==> src/rtl/uart_rx_regif_pkg.sv <==
package uart_rx_regif_pkg;

    localparam int REG_W  = 32;
    localparam int BYTE_W = 8;

    localparam logic [7:0] OFS_CTRL   = 8'h00;
    localparam logic [7:0] OFS_STATUS = 8'h04;
    localparam logic [7:0] OFS_INTEN  = 8'h08;
    localparam logic [7:0] OFS_INTFL  = 8'h0C;
    localparam logic [7:0] OFS_CLKDIV = 8'h10;
    localparam logic [7:0] OFS_OSR    = 8'h14;
    localparam logic [7:0] OFS_PEEK   = 8'h18;
    localparam logic [7:0] OFS_PIN    = 8'h1C;
    localparam logic [7:0] OFS_FIFO   = 8'h20;
    localparam logic [7:0] OFS_DMA    = 8'h30;
    localparam logic [7:0] OFS_WKEN   = 8'h34;
    localparam logic [7:0] OFS_WKFL   = 8'h38;

    localparam int CTL_THR_W    = 4;
    localparam int CTL_RXFLUSH  = 5;
    localparam int CTL_TXFLUSH  = 6;
    localparam int CTL_BCLKEN   = 15;
    localparam int CTL_BCLKRDY  = 19;
    localparam int FLG_RXTHD    = 4;
    localparam int FLG_TXHE     = 6;
    localparam int ST_RXEMPTY   = 4;
    localparam int ST_TXEMPTY   = 6;
    localparam int ST_LVL_LSB   = 8;
    localparam int PIN_RTS      = 1;

    typedef enum logic [1:0] {
        FILL_EMPTY,
        FILL_PARTIAL,
        FILL_FULL
    } fill_state_t;

    typedef struct packed {
        logic wr_ctrl;
        logic wr_inten;
        logic wr_intfl;
        logic wr_clkdiv;
        logic wr_osr;
        logic wr_pin;
        logic wr_fifo;
        logic wr_dma;
        logic wr_wken;
        logic wr_wkfl;
        logic rd_fifo;
    } reg_strobe_t;

endpackage

==> src/rtl/uart_rx_fifo.sv <==
module uart_rx_fifo
    import uart_rx_regif_pkg::*;
#(
    parameter int DEPTH  = 8,
    parameter int DATA_W = 8,
    localparam int CNT_W = $clog2(DEPTH + 1),
    localparam int PTR_W = (DEPTH > 1) ? $clog2(DEPTH) : 1
) (
    input  logic              clk,
    input  logic              rst_n,
    input  logic              flush,
    input  logic              push,
    input  logic [DATA_W-1:0] push_data,
    input  logic              pop_req,
    output logic [DATA_W-1:0] head,
    output logic [CNT_W-1:0]  count,
    output logic [CNT_W-1:0]  count_next,
    output logic              full,
    output logic              empty,
    output fill_state_t       state
);

    localparam logic [CNT_W-1:0] CNT_MAX  = CNT_W'(DEPTH);
    localparam logic [PTR_W-1:0] PTR_LAST = PTR_W'(DEPTH - 1);

    logic [DATA_W-1:0] mem [DEPTH];
    logic [PTR_W-1:0]  wptr_q, rptr_q, wbase, rbase;
    logic [CNT_W-1:0]  cnt_q, cnt_base;
    logic              pop_ok;
    fill_state_t       state_q, state_d;

    function automatic logic [PTR_W-1:0] ptr_inc(input logic [PTR_W-1:0] p);
        return (p == PTR_LAST) ? '0 : p + 1'b1;
    endfunction

    always_comb begin
        pop_ok     = pop_req && (state_q != FILL_EMPTY) && !flush;
        wbase      = flush ? '0 : wptr_q;
        rbase      = flush ? '0 : rptr_q;
        cnt_base   = flush ? '0 : cnt_q;
        count_next = cnt_base + CNT_W'(push) - CNT_W'(pop_ok);
    end

    // fill state machine: next state
    always_comb begin
        state_d = state_q;
        unique case (state_q)
            FILL_EMPTY: begin
                if (count_next == CNT_MAX)   state_d = FILL_FULL;
                else if (count_next != '0)   state_d = FILL_PARTIAL;
            end
            FILL_PARTIAL: begin
                if (count_next == '0)        state_d = FILL_EMPTY;
                else if (count_next == CNT_MAX) state_d = FILL_FULL;
            end
            FILL_FULL: begin
                if (count_next == '0)        state_d = FILL_EMPTY;
                else if (count_next != CNT_MAX) state_d = FILL_PARTIAL;
            end
            default: state_d = FILL_EMPTY;
        endcase
    end

    // fill state machine: state register
    always_ff @(posedge clk or negedge rst_n) begin
        if (!rst_n) state_q <= FILL_EMPTY;
        else        state_q <= state_d;
    end

    always_ff @(posedge clk or negedge rst_n) begin
        if (!rst_n) begin
            wptr_q <= '0;
            rptr_q <= '0;
            cnt_q  <= '0;
        end else begin
            wptr_q <= push   ? ptr_inc(wbase) : wbase;
            rptr_q <= pop_ok ? ptr_inc(rbase) : rbase;
            cnt_q  <= count_next;
        end
    end

    always_ff @(posedge clk) begin
        if (push) mem[wbase] <= push_data;
    end

    // fill state machine: outputs
    always_comb begin
        state = state_q;
        full  = (state_q == FILL_FULL);
        empty = (state_q == FILL_EMPTY);
        head  = mem[rptr_q];
        count = cnt_q;
    end

endmodule

==> src/rtl/uart_irq_ctrl.sv <==
module uart_irq_ctrl
    import uart_rx_regif_pkg::*;
#(
    parameter int W = REG_W
) (
    input  logic         clk,
    input  logic         rst_n,
    input  logic         en_wr,
    input  logic         fl_wr,
    input  logic [W-1:0] wdata,
    input  logic         set_rxthd,
    input  logic         set_txhe,
    output logic [W-1:0] int_en,
    output logic [W-1:0] int_fl,
    output logic         irq
);

    logic [W-1:0] en_q, fl_q, fl_d;

    always_comb begin
        fl_d = fl_q;
        if (fl_wr)     fl_d = fl_d & ~wdata;
        if (set_rxthd) fl_d[FLG_RXTHD] = 1'b1;
        if (set_txhe)  fl_d[FLG_TXHE]  = 1'b1;
    end

    always_ff @(posedge clk or negedge rst_n) begin
        if (!rst_n) begin
            en_q <= '0;
            fl_q <= '0;
        end else begin
            if (en_wr) en_q <= wdata;
            fl_q <= fl_d;
        end
    end

    assign int_en = en_q;
    assign int_fl = fl_q;
    assign irq    = |(fl_q & en_q);

endmodule

==> src/rtl/uart_reg_file.sv <==
module uart_reg_file
    import uart_rx_regif_pkg::*;
#(
    parameter int ADDR_W = 8,
    parameter int CNT_W  = 4
) (
    input  logic              clk,
    input  logic              rst_n,
    input  logic [ADDR_W-1:0] bus_addr,
    input  logic              bus_wr,
    input  logic [REG_W-1:0]  bus_wdata,
    input  logic              bus_rd,
    output logic [REG_W-1:0]  bus_rdata,
    input  logic [CNT_W-1:0]  fifo_count,
    input  logic              fifo_empty,
    input  logic [BYTE_W-1:0] fifo_head,
    input  logic [REG_W-1:0]  int_en,
    input  logic [REG_W-1:0]  int_fl,
    output reg_strobe_t       stb,
    output logic              rx_flush,
    output logic [REG_W-1:0]  ctrl,
    output logic              tx_valid,
    output logic [BYTE_W-1:0] tx_data
);

    logic [REG_W-1:0]  ctrl_q, clkdiv_q, osr_q, pin_q, dma_q, wken_q, wkfl_q, ctrl_d;
    logic [BYTE_W-1:0] tx_q;
    logic              txv_q;

    function automatic logic hit(input logic [ADDR_W-1:0] a, input logic [7:0] ofs);
        return a == ADDR_W'(ofs);
    endfunction

    always_comb begin
        stb.wr_ctrl   = bus_wr && hit(bus_addr, OFS_CTRL);
        stb.wr_inten  = bus_wr && hit(bus_addr, OFS_INTEN);
        stb.wr_intfl  = bus_wr && hit(bus_addr, OFS_INTFL);
        stb.wr_clkdiv = bus_wr && hit(bus_addr, OFS_CLKDIV);
        stb.wr_osr    = bus_wr && hit(bus_addr, OFS_OSR);
        stb.wr_pin    = bus_wr && hit(bus_addr, OFS_PIN);
        stb.wr_fifo   = bus_wr && hit(bus_addr, OFS_FIFO);
        stb.wr_dma    = bus_wr && hit(bus_addr, OFS_DMA);
        stb.wr_wken   = bus_wr && hit(bus_addr, OFS_WKEN);
        stb.wr_wkfl   = bus_wr && hit(bus_addr, OFS_WKFL);
        stb.rd_fifo   = bus_rd && hit(bus_addr, OFS_FIFO);
        rx_flush      = stb.wr_ctrl && bus_wdata[CTL_RXFLUSH];
        ctrl_d        = bus_wdata;
        if (bus_wdata[CTL_BCLKEN]) ctrl_d[CTL_BCLKRDY] = 1'b1;
        ctrl_d[CTL_RXFLUSH] = 1'b0;
        ctrl_d[CTL_TXFLUSH] = 1'b0;
    end

    always_ff @(posedge clk or negedge rst_n) begin
        if (!rst_n) begin
            ctrl_q   <= '0;
            clkdiv_q <= '0;
            osr_q    <= '0;
            pin_q    <= REG_W'(1) << PIN_RTS;
            dma_q    <= '0;
            wken_q   <= '0;
            wkfl_q   <= '0;
            tx_q     <= '0;
            txv_q    <= 1'b0;
        end else begin
            if (stb.wr_ctrl)   ctrl_q   <= ctrl_d;
            if (stb.wr_clkdiv) clkdiv_q <= bus_wdata;
            if (stb.wr_osr)    osr_q    <= bus_wdata;
            if (stb.wr_pin)    pin_q    <= bus_wdata;
            if (stb.wr_dma)    dma_q    <= bus_wdata;
            if (stb.wr_wken)   wken_q   <= bus_wdata;
            if (stb.wr_wkfl)   wkfl_q   <= bus_wdata;
            txv_q <= stb.wr_fifo;
            if (stb.wr_fifo)   tx_q     <= bus_wdata[BYTE_W-1:0];
        end
    end

    always_comb begin
        bus_rdata = '0;
        if (bus_rd) begin
            if      (hit(bus_addr, OFS_CTRL))   bus_rdata = ctrl_q;
            else if (hit(bus_addr, OFS_STATUS)) begin
                bus_rdata[ST_LVL_LSB +: CNT_W] = fifo_count;
                bus_rdata[ST_TXEMPTY]          = 1'b1;
                bus_rdata[ST_RXEMPTY]          = fifo_empty;
            end
            else if (hit(bus_addr, OFS_INTEN))  bus_rdata = int_en;
            else if (hit(bus_addr, OFS_INTFL))  bus_rdata = int_fl;
            else if (hit(bus_addr, OFS_CLKDIV)) bus_rdata = clkdiv_q;
            else if (hit(bus_addr, OFS_OSR))    bus_rdata = osr_q;
            else if (hit(bus_addr, OFS_PIN))    bus_rdata = pin_q;
            else if (hit(bus_addr, OFS_DMA))    bus_rdata = dma_q;
            else if (hit(bus_addr, OFS_WKEN))   bus_rdata = wken_q;
            else if (hit(bus_addr, OFS_WKFL))   bus_rdata = wkfl_q;
            else if (hit(bus_addr, OFS_PEEK) || hit(bus_addr, OFS_FIFO))
                bus_rdata[BYTE_W-1:0] = fifo_empty ? '0 : fifo_head;
        end
    end

    assign ctrl     = ctrl_q;
    assign tx_valid = txv_q;
    assign tx_data  = tx_q;

endmodule

==> src/rtl/uart_rx_regif.sv <==
module uart_rx_regif
    import uart_rx_regif_pkg::*;
#(
    parameter int ADDR_W = 8,
    parameter int DEPTH  = 8,
    localparam int CNT_W = $clog2(DEPTH + 1)
) (
    input  logic              clk,
    input  logic              rst_n,
    input  logic [ADDR_W-1:0] bus_addr,
    input  logic              bus_wr,
    input  logic [REG_W-1:0]  bus_wdata,
    input  logic              bus_rd,
    output logic [REG_W-1:0]  bus_rdata,
    input  logic              rx_valid,
    input  logic [BYTE_W-1:0] rx_data,
    output logic              rx_ready,
    output logic              tx_valid,
    output logic [BYTE_W-1:0] tx_data,
    output logic              irq
);

    reg_strobe_t       stb;
    logic              rx_flush, fifo_full, fifo_empty, push, thr_hit;
    logic [REG_W-1:0]  ctrl_q, int_en, int_fl;
    logic [CNT_W-1:0]  fifo_count, fifo_count_nxt;
    logic [BYTE_W-1:0] fifo_head;
    fill_state_t       fill_state;

    assign rx_ready = ctrl_q[CTL_BCLKEN] && !fifo_full;
    assign push     = rx_valid && rx_ready;
    assign thr_hit  = push && (fifo_count_nxt >= CNT_W'(ctrl_q[CTL_THR_W-1:0]));

    uart_reg_file #(.ADDR_W(ADDR_W), .CNT_W(CNT_W)) u_regs (
        .clk        (clk),
        .rst_n      (rst_n),
        .bus_addr   (bus_addr),
        .bus_wr     (bus_wr),
        .bus_wdata  (bus_wdata),
        .bus_rd     (bus_rd),
        .bus_rdata  (bus_rdata),
        .fifo_count (fifo_count),
        .fifo_empty (fifo_empty),
        .fifo_head  (fifo_head),
        .int_en     (int_en),
        .int_fl     (int_fl),
        .stb        (stb),
        .rx_flush   (rx_flush),
        .ctrl       (ctrl_q),
        .tx_valid   (tx_valid),
        .tx_data    (tx_data)
    );

    uart_rx_fifo #(.DEPTH(DEPTH), .DATA_W(BYTE_W)) u_fifo (
        .clk        (clk),
        .rst_n      (rst_n),
        .flush      (rx_flush),
        .push       (push),
        .push_data  (rx_data),
        .pop_req    (stb.rd_fifo),
        .head       (fifo_head),
        .count      (fifo_count),
        .count_next (fifo_count_nxt),
        .full       (fifo_full),
        .empty      (fifo_empty),
        .state      (fill_state)
    );

    uart_irq_ctrl #(.W(REG_W)) u_irq (
        .clk       (clk),
        .rst_n     (rst_n),
        .en_wr     (stb.wr_inten),
        .fl_wr     (stb.wr_intfl),
        .wdata     (bus_wdata),
        .set_rxthd (thr_hit),
        .set_txhe  (stb.wr_fifo),
        .int_en    (int_en),
        .int_fl    (int_fl),
        .irq       (irq)
    );

endmodule

==> config.mk <==
export PLATFORM = sky130hd
export DESIGN_NAME = uart_rx_regif
export DESIGN_NICKNAME = d
export VERILOG_FILES = /design/src/rtl/uart_rx_regif_pkg.sv /design/src/rtl/uart_rx_fifo.sv /design/src/rtl/uart_irq_ctrl.sv /design/src/rtl/uart_reg_file.sv /design/src/rtl/uart_rx_regif.sv
export SDC_FILE = /design/constraint.sdc
export NUM_CORES = 1
export LEC_CHECK = 0
export BUFFER_PORTS_ARGS = -buffer_cell sky130_fd_sc_hd__clkbuf_2
export CELL_PAD_IN_SITES_DETAIL_PLACEMENT = 2
export CELL_PAD_IN_SITES_GLOBAL_PLACEMENT = 2
export CORE_MARGIN = 3
export CORE_UTILIZATION = 43
export CTS_CLUSTER_SIZE = 28
export DETAILED_ROUTE_END_ITERATION = 10
export PLACE_DENSITY = 0.91
export SYNTH_ARGS = -nofsm -noshare
export SYNTH_HDL_FRONTEND = slang
export SYNTH_SLANG_ARGS = --single-unit
export TNS_END_PERCENT = 50
==> constraint.sdc <==
create_clock -name clk -period 3.65 [get_ports clk]
set_clock_uncertainty 0.1 [all_clocks]
set_input_delay 0.73 -clock clk [delete_from_list [all_inputs] [get_ports clk]]
set_output_delay 0.73 -clock clk [all_outputs]
set_load 0.05 [all_outputs]
==> impl_metrics.env <==
export IMPL_async_flop_share_pct=82.7
export IMPL_timing_final_hold_violations=0
export IMPL_hpwl_um=50200
export IMPL_synth_top_area_cell="dfrtp_1"
export IMPL_grt_first_pass_wirelength_um=123000
export IMPL_period_minus_slack_ns=4.45
export IMPL_regArea_um2=9610
export IMPL_syn_area_per_cell_um2=12.8
export IMPL_drive_gt1_share_pct=43.0
export IMPL_fillers=3575
export IMPL_yosys_cell_count_top_type="dfrtp_1"
export IMPL_die_x_um=209
export IMPL_grt_max_degree=93
export IMPL_max_slew_margin_pct=16.5
export IMPL_via_count=15779
export IMPL_critPathRequiredTime_ns=2.82
export IMPL_ios=96
export IMPL_synthDistinctLibCells=88
export IMPL_gp_congestion=0.910
export IMPL_ir_drop_mv=0.500
export IMPL_synthesis_area_um2=17800
export IMPL_path_class="in -> out"
export IMPL_end_kind="primary output"
export IMPL_power_density_nw_per_um2=482
export IMPL_netSwitchingFraction_pct=30.7
export IMPL_p_leak_nw=10.4
export IMPL_ys_ff_latch=371
export IMPL_hold_path_class="in -> async"
export IMPL_start_util_pct=44.1
export IMPL_fin_ws_ns=-0.803
export IMPL_worst_path_max_fanout=15
export IMPL_fmax_mhz=225
export IMPL_drt_first_pass_iters=8
export IMPL_antenna_found_initial=9
export IMPL_ctsLongestPathBuffers=3
export IMPL_status="complete, but fails checks"
export IMPL_maxCapViolCount=0
export IMPL_htreeDepth=2
export IMPL_syn_inst=1393
export IMPL_gr_total_overflow=0
export IMPL_grt_pass1_vias=16535
export IMPL_postLayoutCoreUtil_pct=56.1
export IMPL_worst_pin_slew_ns=1.24
export IMPL_clkTransAtPathRegs_ns=0.07
export IMPL_drcViolationCount=0
export IMPL_synth_edf_count=64
export IMPL_multi_input_area_um2=8090
export IMPL_synthFlopType="dfrtp_1"
export IMPL_hold_buffers=0
export IMPL_rsz0062_at_grt="true"
export IMPL_core_area_um2=40300
export IMPL_routed_wirelength_um=98300
export IMPL_nNetsFinal=1674
export IMPL_antenna_left=0
export IMPL_switchingPower_mw=3.35
export IMPL_power_frac_comb_pct=15.3
export IMPL_worstPathArrival_ns=3.62
export IMPL_p_int_mw=7.55
export IMPL_violations="setup timing"
export IMPL_die_y_um=209
export IMPL_cts_tree="yes"
export IMPL_detail_route_iter0_violations=2009
export IMPL_slew_viol_final=0
export IMPL_synth_top_area_share_pct=43.1
export IMPL_ys_seq_area_share_pct=54.1
export IMPL_synth_area_leaders="dfrtp_1 (43%), mux2_2 (12%), edfxtp_1 (11%), mux2_4 (5.1%), mux4_2 (2.0%)"
export IMPL_period_share_pct=122
export IMPL_areaGrowthSynthToFinish_pct=27.2
export IMPL_power_frac_seq_pct=42.9
export IMPL_dieArea_um2=43800
export IMPL_viasPerCell=7.28
export IMPL_finalSetupViolations=23
export IMPL_grt_total_usage_pct=38.8
export IMPL_pwr_share_clk_pct=41.8
export IMPL_cts_made_buffers=42
export IMPL_cts_sinks=371
export IMPL_ctsRootBufferMaster="clkbuf_16"
export IMPL_startpoint_type="primary input"
export IMPL_rows=73
export IMPL_whs_ns=0.0910
export IMPL_yosysWarnings=0
export IMPL_wire_per_inst_um=45.3
export IMPL_clock_latency_ns=0.61
export IMPL_syn_num_nets=1456
export IMPL_synth_commonest_cells="dfrtp_1 (306), mux2_2 (186), nand2_1 (73)"
export IMPL_io_buffers=95
==> worst max-delay path, stage by stage <==
cell	delay (ns)
buf_2	0.10
buf_6	0.19
buf_8	0.25
buf_4	0.35
mux2i_1	0.16
o21ai_0	0.99
nand3_1	0.31
o41ai_2	0.15
bufbuf_16	0.35
==> per-layer routing <==
metal / routed length, µm / part of all wire, % / GRT usage (%) / vias up
li1: - / - / - / 5627
met3: 10300 / 10 / 9.52 / 715
met1: 33500 / 34 / 44.4 / 8019
met2: 44300 / 45 / 63.5 / 1404
met5: 100 / 0.10 / 0.334 / -
met4: 10100 / 10 / 27.9 / 14
==> per-stage QoR <==
step / instances / total power [mW] / setup TNS [ns] / cell area (µm²) / setup WS [ns]
6_report: 2168 / 10.9 / -4.46 / 22600 / -0.803
5_1_grt: 2165 / 11.1 / -4.06 / 22600 / -0.664
4_1_cts: 2139 / 10.4 / -0.145 / 21900 / -0.0499
3_5_place_dp: 2058 / 5.87 / -2.71 / 20100 / -0.340
3_3_place_gp: 2058 / 5.71 / -0.286 / 20100 / -0.126
2_1_floorplan: 1393 / 5.22 / -0.282 / 17800 / -0.119
==> power by group through the flow <==
stage / Sequential, mW / Combinational, mW / Clock (mW)
after floorplan: 4.58 / 0.636 / 0
after global placement: 4.62 / 1.09 / 0
after detailed placement: 4.66 / 1.21 / 0
after CTS: 4.60 / 1.35 / 4.43
after global routing: 4.67 / 1.71 / 4.70
final: 4.68 / 1.67 / 4.56
==> area by class of cell <==
cell class / instances / area share [%]
well taps: 525 / 2.91
multi-input cells: 896 / 35.8
clock buffers: 60 / 5.30
flip-flops and latches: 371 / 42.5
inverters: 26 / 0.432
diodes: 3 / 0.0332
clock inverters: 13 / 0.803
repair buffers: 274 / 12.2
==> flip-flops by register name, summed over array words and instances, names as in the netlist <==
register and cells:
u_fifo.mem 64, u_irq.int_en 32, u_irq.int_fl 32, u_regs.clkdiv_q 32, u_regs.dma_q 32, u_regs.osr_q 32, u_regs.pin_q 32, u_regs.wken_q 32
u_regs.wkfl_q 32, u_regs.ctrl 30, u_regs.tx_data 8, u_fifo.count 4, u_fifo.rptr_q 3, u_fifo.wptr_q 3, u_fifo.state 2, u_regs.tx_valid 1
==> worst paths after layout <==
kind | start | end | slack (ns) | cells after the start
setup reg to reg | u_fifo.state[1] | u_irq.int_fl[4] | -0.19 | 15
setup / recovery | bus_addr[2] | bus_rdata[9] | -0.80 | 9
hold reg to reg | u_regs.ctrl[23] | u_regs.ctrl[23] | 0.41 | 1
min in group clk | rx_data[1] | u_fifo.mem[5][1] | 0.32 | 1
max in group asynchronous | rst_n | u_regs.clkdiv_q[11] | 2.33 | 2
hold / removal | rst_n | u_regs.pin_q[21] | 0.09 | 1
==> repair_timing <==
item                                    CTS  global route
pin swaps                                14            24
buffers inserted                          8            22
gates cloned                              0             4
resized for setup                        73            95
endpoints found under the setup margin   31            22
==> placed cells by master (no fill, tap or decap), types with 8 or more instances in the layout <==
master	count
dfrtp_1	303
mux2_2	186
buf_4	130
nand2_1	72
edfxtp_1	64
mux2_4	60
clkbuf_2	60
a21oi_1	57
nor2_1	52
o21ai_0	50
buf_12	49
clkbuf_16	46
a22oi_1	37
a21boi_0	34
inv_1	24
mux2_1	23
nor3_1	22
buf_6	20
o22ai_1	16
mux4_2	16
nand3_1	14
a221oi_1	13
o31a_1	12
a21oi_2	10
clkbuf_1	10
ha_1	9
buf_8	9
a22o_1	8
o21ai_1	8
clkbuf_8	8
==> cells by family after synthesis <==
family	after synthesis	synth area share, %
simple gates	263	8.13
mux	298	21.1
buf+inv	126	3.54
xor+xnor	7	0.345
flops	371	54.1
compound gates	318	12.2
fa+ha+maj	10	0.704
Power figures use the tool's default switching activity.
